$ cat src/rtl/sdram_dp_pkg.sv
package sdram_dp_pkg;
  typedef enum logic {
    ORD_LINEAR = 1'b0,
    ORD_XOR    = 1'b1
  } burst_order_e;

  typedef enum logic {
    DIR_READ  = 1'b0,
    DIR_WRITE = 1'b1
  } burst_dir_e;
endpackage

$ cat src/rtl/sdp_burst_seq.sv
module sdp_burst_seq
  import sdram_dp_pkg::*;
#(
  parameter int COL_W  = 9,
  parameter int BEAT_W = 3
) (
  input  logic             clk,
  input  logic             rst,
  input  logic             rd_cmd,
  input  logic             wr_cmd,
  input  logic             auto_pre,
  input  logic [COL_W-1:0] start_col,
  input  logic [1:0]       bl_code,
  input  logic             burst_ilv,
  output logic             iss,
  output logic             iss_wr,
  output logic [COL_W-1:0] iss_addr,
  output logic             iss_last,
  output logic             iss_ap
);
  logic              act_q;
  logic [BEAT_W-1:0] cnt_q, msk_q;
  logic [COL_W-1:0]  base_q;
  burst_order_e      ord_q;
  burst_dir_e        dir_q;
  logic              ap_q;

  logic              cmd;
  logic [BEAT_W-1:0] cur_cnt, cur_msk, low, off;
  logic [COL_W-1:0]  cur_base;
  burst_order_e      cur_ord;
  burst_dir_e        cur_dir;

  always_comb begin
    cmd      = rd_cmd | wr_cmd;
    cur_base = cmd ? start_col : base_q;
    cur_msk  = cmd ? BEAT_W'((32'd1 << bl_code) - 32'd1) : msk_q;
    cur_cnt  = cmd ? '0 : cnt_q;
    cur_ord  = cmd ? burst_order_e'(burst_ilv) : ord_q;
    cur_dir  = cmd ? (rd_cmd ? DIR_READ : DIR_WRITE) : dir_q;
    iss_ap   = cmd ? auto_pre : ap_q;
    iss      = cmd | act_q;
    low      = cur_base[BEAT_W-1:0];
    if (cur_ord == ORD_XOR) off = low ^ cur_cnt;
    else                    off = (low & ~cur_msk) | ((low + cur_cnt) & cur_msk);
    iss_addr = {cur_base[COL_W-1:BEAT_W], off};
    iss_wr   = (cur_dir == DIR_WRITE);
    iss_last = iss && (cur_cnt == cur_msk);
  end

  always_ff @(posedge clk) begin
    if (rst) begin
      act_q  <= 1'b0;
      cnt_q  <= '0;
      msk_q  <= '0;
      base_q <= '0;
      ord_q  <= ORD_LINEAR;
      dir_q  <= DIR_READ;
      ap_q   <= 1'b0;
    end else if (iss) begin
      act_q  <= !iss_last;
      cnt_q  <= cur_cnt + 1'b1;
      msk_q  <= cur_msk;
      base_q <= cur_base;
      ord_q  <= cur_ord;
      dir_q  <= cur_dir;
      ap_q   <= iss_ap;
    end
  end


  beat_in_range_chk: assert property (@(posedge clk) disable iff (rst)
    act_q |-> ((cnt_q != '0) && ((cnt_q & ~msk_q) == '0)));


  cmd_restarts_chk: assert property (@(posedge clk) disable iff (rst)
    (rd_cmd || wr_cmd) |=> (act_q == (msk_q != '0)));
endmodule

$ cat src/rtl/sdp_arr_stage.sv
module sdp_arr_stage #(
  parameter int COL_W = 9,
  parameter int DW    = 8
) (
  input  logic             clk,
  input  logic             rst,
  input  logic             iss,
  input  logic             iss_wr,
  input  logic [COL_W-1:0] iss_addr,
  input  logic             iss_last,
  input  logic             iss_ap,
  input  logic             dqm,
  input  logic [DW-1:0]    wdata,
  output logic [COL_W-1:0] arr_addr,
  output logic             arr_rd,
  output logic             arr_wr,
  output logic [DW-1:0]    arr_wdata,
  output logic             pre_req
);
  always_ff @(posedge clk) begin
    if (rst) begin
      arr_addr  <= '0;
      arr_rd    <= 1'b0;
      arr_wr    <= 1'b0;
      arr_wdata <= '0;
      pre_req   <= 1'b0;
    end else begin
      arr_rd  <= iss && !iss_wr;
      arr_wr  <= iss && iss_wr && !dqm;
      pre_req <= iss_last && iss_ap;
      if (iss) arr_addr <= iss_addr;
      if (iss && iss_wr) arr_wdata <= wdata;
    end
  end


  wr_mask_chk: assert property (@(posedge clk) disable iff (rst)
    arr_wr |-> !$past(dqm));


  pre_with_beat_chk: assert property (@(posedge clk) disable iff (rst)
    pre_req |-> (arr_rd || arr_wr || $past(dqm)));


  one_dir_chk: assert property (@(posedge clk) disable iff (rst)
    !(arr_rd && arr_wr));
endmodule

$ cat src/rtl/sdp_rd_pipe.sv
module sdp_rd_pipe #(
  parameter int DW = 8
) (
  input  logic          clk,
  input  logic          rst,
  input  logic          cas_lat3,
  input  logic          dqm,
  input  logic          rd_vld,
  input  logic [DW-1:0] rd_data,
  output logic [DW-1:0] dq_out,
  output logic          dq_oe
);
  logic          dqm_d1;
  logic          p2_vld;
  logic [DW-1:0] p2_data;
  logic          sel_vld, drive;
  logic [DW-1:0] sel_data;

  always_comb begin
    sel_vld  = cas_lat3 ? p2_vld  : rd_vld;
    sel_data = cas_lat3 ? p2_data : rd_data;
    drive    = sel_vld && !dqm_d1;
  end

  always_ff @(posedge clk) begin
    if (rst) begin
      dqm_d1  <= 1'b0;
      p2_vld  <= 1'b0;
      p2_data <= '0;
      dq_oe   <= 1'b0;
      dq_out  <= '0;
    end else begin
      dqm_d1  <= dqm;
      p2_vld  <= rd_vld;
      p2_data <= rd_data;
      dq_oe   <= drive;
      dq_out  <= drive ? sel_data : '0;
    end
  end


  rd_mask_chk: assert property (@(posedge clk) disable iff (rst)
    dq_oe |-> !$past(dqm, 2));


  oe_has_beat_chk: assert property (@(posedge clk) disable iff (rst)
    dq_oe |-> (cas_lat3 ? $past(rd_vld, 2) : $past(rd_vld)));


  hiz_zero_chk: assert property (@(posedge clk) disable iff (rst)
    !dq_oe |-> (dq_out == '0));
endmodule

$ cat src/rtl/sdram_burst_dp.sv
module sdram_burst_dp #(
  parameter int COL_W  = 9,
  parameter int DW     = 8,
  parameter int MAX_BL = 8
) (
  input  logic             clk,
  input  logic             rst,
  input  logic             rd_cmd,
  input  logic             wr_cmd,
  input  logic             auto_pre,
  input  logic [COL_W-1:0] start_col,
  input  logic [1:0]       bl_code,
  input  logic             burst_ilv,
  input  logic             cas_lat3,
  input  logic             dqm,
  input  logic [DW-1:0]    wdata,
  input  logic [DW-1:0]    arr_rdata,
  output logic [COL_W-1:0] arr_addr,
  output logic             arr_rd,
  output logic             arr_wr,
  output logic [DW-1:0]    arr_wdata,
  output logic [DW-1:0]    dq_out,
  output logic             dq_oe,
  output logic             pre_req
);
  localparam int BEAT_W = $clog2(MAX_BL);

  logic             iss, iss_wr, iss_last, iss_ap;
  logic [COL_W-1:0] iss_addr;

  sdp_burst_seq #(.COL_W(COL_W), .BEAT_W(BEAT_W)) seq_i (
    .clk(clk), .rst(rst), .rd_cmd(rd_cmd), .wr_cmd(wr_cmd),
    .auto_pre(auto_pre), .start_col(start_col), .bl_code(bl_code),
    .burst_ilv(burst_ilv), .iss(iss), .iss_wr(iss_wr),
    .iss_addr(iss_addr), .iss_last(iss_last), .iss_ap(iss_ap)
  );

  sdp_arr_stage #(.COL_W(COL_W), .DW(DW)) arr_i (
    .clk(clk), .rst(rst), .iss(iss), .iss_wr(iss_wr),
    .iss_addr(iss_addr), .iss_last(iss_last), .iss_ap(iss_ap),
    .dqm(dqm), .wdata(wdata), .arr_addr(arr_addr), .arr_rd(arr_rd),
    .arr_wr(arr_wr), .arr_wdata(arr_wdata), .pre_req(pre_req)
  );

  sdp_rd_pipe #(.DW(DW)) rdp_i (
    .clk(clk), .rst(rst), .cas_lat3(cas_lat3), .dqm(dqm),
    .rd_vld(arr_rd), .rd_data(arr_rdata), .dq_out(dq_out), .dq_oe(dq_oe)
  );

  // R2 (input assumption: one command kind per cycle)
  single_cmd_chk: assert property (@(posedge clk) disable iff (rst)
    !(rd_cmd && wr_cmd));
endmodule

$ cat config.mk
export PLATFORM = sky130hd
export DESIGN_NAME = sdram_burst_dp
export DESIGN_NICKNAME = d
export VERILOG_FILES = /design/src/rtl/sdram_dp_pkg.sv /design/src/rtl/sdp_burst_seq.sv /design/src/rtl/sdp_arr_stage.sv /design/src/rtl/sdp_rd_pipe.sv /design/src/rtl/sdram_burst_dp.sv
export SDC_FILE = /design/constraint.sdc
export NUM_CORES = 1
export LEC_CHECK = 0
export BUFFER_PORTS_ARGS = -buffer_cell sky130_fd_sc_hd__buf_2
export CORE_ASPECT_RATIO = 1.5
export CORE_MARGIN = 1
export CORE_UTILIZATION = 31
export CTS_CLUSTER_DIAMETER = 150
export DETAILED_ROUTE_END_ITERATION = 12
export GPL_TIMING_DRIVEN = 0
export PLACE_DENSITY = 0.53
export SLEW_MARGIN = 5
export SYNTH_ARGS = -nofsm -noshare
export SYNTH_HDL_FRONTEND = slang
export SYNTH_HIERARCHICAL = 1
export SYNTH_SLANG_ARGS = --single-unit
$ cat constraint.sdc
create_clock -name clk -period 2.72 [get_ports clk]
set_input_delay 0.544 -clock clk [delete_from_list [all_inputs] [get_ports clk]]
set_output_delay 0.544 -clock clk [all_outputs]
set_load 0.01 [all_outputs]
==> results.yml <==
sta:
  min_period_over_period_pct: 92.4
  finalCriticalPeriod_ps: 2510
  timing.fmax_mhz: 398
  report.final.slew_viol_count: 0
  rsz0062_at_grt: "no"
  setup_violations: 0
  worst_slew_pin_slew_ps: 512
  fin_skew_ps: 4.52
  slew-limit-headroom_pct: 65.9
  hold_viol_final: 0
  setup_slack_ps: 207
cts:
  cts_root_buffer: "clkbuf_16"
  cts_max_path_buffers: 2
  hold_buffers: 0
  htree_levels: 3
  clkTransAtPathRegs_ps: 50
  cts_made_buffers: 9
  cts_tree: "yes"
  insertion_delay_ps: 320
  cts_sinks: 58
setup_path:
  arrival_ps: 2710
  startpoint_type: "input port"
  worstSetupPathType: "in -> reg"
  crit_slowest_cell: "fa_2"
  endpoint_kind: "register"
  reg2reg_slack_ps: 750
  crit_family: "simple AND/OR/NAND/NOR gates"
  cp_data_required_time_ps: 2910
  critPathBufInv: 4
  critPathMaxFanout: 10
  slowest_delay_ps: 360
  crit_chain: "buf_2, or2_1, buf_6, clkbuf_4, nor2_2, ha_1, inv_1, fa_2, nor4bb_1, o311a_1, a31oi_1, mux2i_1, nor2_1"
power_and_ir_drop:
  p_leak_nw: 1.54
  pwr_density_cell_nw_per_um2: 730
  max-vdd-ir-drop_mv: 0.376
placement:
  gp_congestion: 0.733
  dp_hpwl_um: 3780
  place_ws_ps: -264
  portBuffers: 62
floorplan:
  coreArea_um2: 7710
  die_area_um2: 8430
  die_x_um: 75.3
  die_h_um: 112
  rows: 39
  initial_core_util_pct: 32.4
  ioPinCount: 64
global_routing:
  grt_first_pass_wirelength_um: 8860
  overflow: 0
  grtUsageTotal_pct: 14.0
  grt_max_degree: 11
  grt_pass1_vias: 1874
  antenna_found_initial: 0
synth:
  syn_nets: 292
  avgSynthCellArea_um2: 9.88
  synth.area.top_cells: "dfxtp_1 (46%), mux2i_1 (8.0%), nand2_1 (4.8%)"
  synth_area_um2: 2500
  syn_inst: 253
  synth_top_cell_area_share_pct: 46.5
  synth.distinct_cells: 44
  yosys.area.top_type: "dfxtp_1"
  yosysSeqAreaShare_pct: 46.5
  yosysWarnings: 6
  ys_ff_latch: 58
cells_and_area:
  fin_util_pct: 42.4
  final_common_cell: "buf_2"
  drive_gt1_share_pct: 36.6
  nNetsFinal: 365
  antennaDiodeCount: 0
  area_growth_pct: 30.8
  final_cell_mix: "buf_2 (62), dfxtp_1 (58), nand2_1 (32), mux2i_1 (20), nor2_1 (20)"
routing:
  top_layer_used: "met4"
  drt-total-wl_um: 5290
  dr.pass1.iters: 3
  routedWlPerCell_um: 12.2
  routed-wl-met2_um: 2640
  dr_wl_met3_um: 248
  met1_length_um: 2290
  via_per_inst: 4.44
  route.detailed.drc: 0
  drt_iter0_markers: 59
  postRouteAntennaNets: 0
  vias: 1922
status:
  status: "complete, no violations"
job:
  cap_violations: 0
min_path:
  hp-class: "in -> reg"
-- per-layer routing --
metal / up-vias / GRT usage, %
met1: 897 / 16.9
met3: 7 / 4.43
met2: 36 / 21.8
met5: - / 0
li1: 982 / -
met4: 0 / 7.41
-- metrics by stage --
| step | setup TNS [ps] | hold WS [ps] | cells | area (um^2) | total power, mW |
|---|---|---|---|---|---|
| final | 0 | 403 | 433 | 3270 | 2.39 |
| after global routing | 0 | 400 | 433 | 3270 | 2.50 |
| after CTS | 0 | 393 | 433 | 3260 | 2.43 |
| after detailed placement | -337 | 479 | 417 | 2940 | 1.21 |
| after global placement | -348 | 471 | 417 | 2940 | 1.20 |
| after floorplan | 0 | 469 | 253 | 2500 | 1.12 |
-- worst paths after layout --
path	end	depth (start not counted)	from
max	arr_i/arr_addr[2]	13	wr_cmd
min	arr_i/arr_wr	2	dqm
max reg2reg	arr_i/arr_addr[2]	10	seq_i/cnt_q[0]
min reg2reg	arr_i/arr_addr[1]	2	arr_i/arr_addr[1]
-- flip-flops by register name, summed over array words and instances, names as in the netlist --
| name | count |
|---|---|
| arr_i/arr_addr | 9 |
| arr_i/arr_rd | 1 |
| arr_i/arr_wdata | 8 |
| arr_i/arr_wr | 1 |
| arr_i/pre_req | 1 |
| rdp_i/dq_oe | 1 |
| rdp_i/dq_out | 8 |
| rdp_i/dqm_d1 | 1 |
| rdp_i/p2_data | 8 |
| rdp_i/p2_vld | 1 |
| seq_i/act_q | 1 |
| seq_i/ap_q | 1 |
| seq_i/base_q | 9 |
| seq_i/cnt_q | 3 |
| seq_i/dir_q | 1 |
| seq_i/msk_q | 3 |
| seq_i/ord_q | 1 |
-- where the power goes --
part | switching (mW) | total, mW | leakage, nW | internal (mW)
clock network | 0.377 | 1.20 | 0.156 | 0.822
logic | 0.137 | 0.267 | 0.905 | 0.131
registers | 0.0217 | 0.921 | 0.478 | 0.899
total | 0.536 | 2.39 | 1.54 | 1.85
-- synthesized netlist by cell type (all sizes together) --
| cell | number |
|---|---|
| dfxtp | 58 |
| nand2 | 33 |
| mux2i | 24 |
| nor2 | 22 |
| nor2b | 18 |
| buf | 14 |
| a21oi | 13 |
| nor3 | 11 |
| nand3 | 9 |
| a21bo | 8 |
| clkbuf | 7 |
| inv | 7 |
| ha | 3 |
| a31oi | 2 |
| mux2 | 2 |
| nor3b | 2 |
| o21ai | 2 |
| or2 | 2 |
| xnor2 | 2 |
| a21o | 1 |
| a221oi | 1 |
| a22oi | 1 |
| a31o | 1 |
| and2 | 1 |
| fa | 1 |
| nand2b | 1 |
| nand4b | 1 |
| nor4bb | 1 |
| o22ai | 1 |
| o311a | 1 |
| o31ai | 1 |
| or3 | 1 |
| xor2 | 1 |
-- logic make-up after synthesis --
kind of cell               after synthesis  share of synthesized area [%]
DFF                                     58                           46.5
xor gates and xnor gates                 3                           1.05
adders and majority gates                4                           2.30
muxes                                   26                           12.7
and+or+nand+nor                        102                           21.2
buffers and inverters                   28                           7.21
AOI/OAI and AO/OA                       32                           9.11
-- repair_timing --
action	in CTS	in global routing
buffers inserted	0	0
resized for setup	0	6
endpoints found under the setup margin	0	1
-- layout make-up --
| type | instances | area (um^2) |
|---|---|---|
| Multi-Input combinational cell | 167 | 1170 |
| Clock buffer | 11 | 243 |
| Clock inverter | 5 | 77.6 |
| Timing Repair Buffer | 62 | 310 |
| Sequential cell | 58 | 1160 |
| Buffer | 21 | 158 |
| Fill cell | 842 | 4440 |
| Inverter | 7 | 26.3 |
| Tap cell | 102 | 128 |
Power figures use the tool's default switching activity.
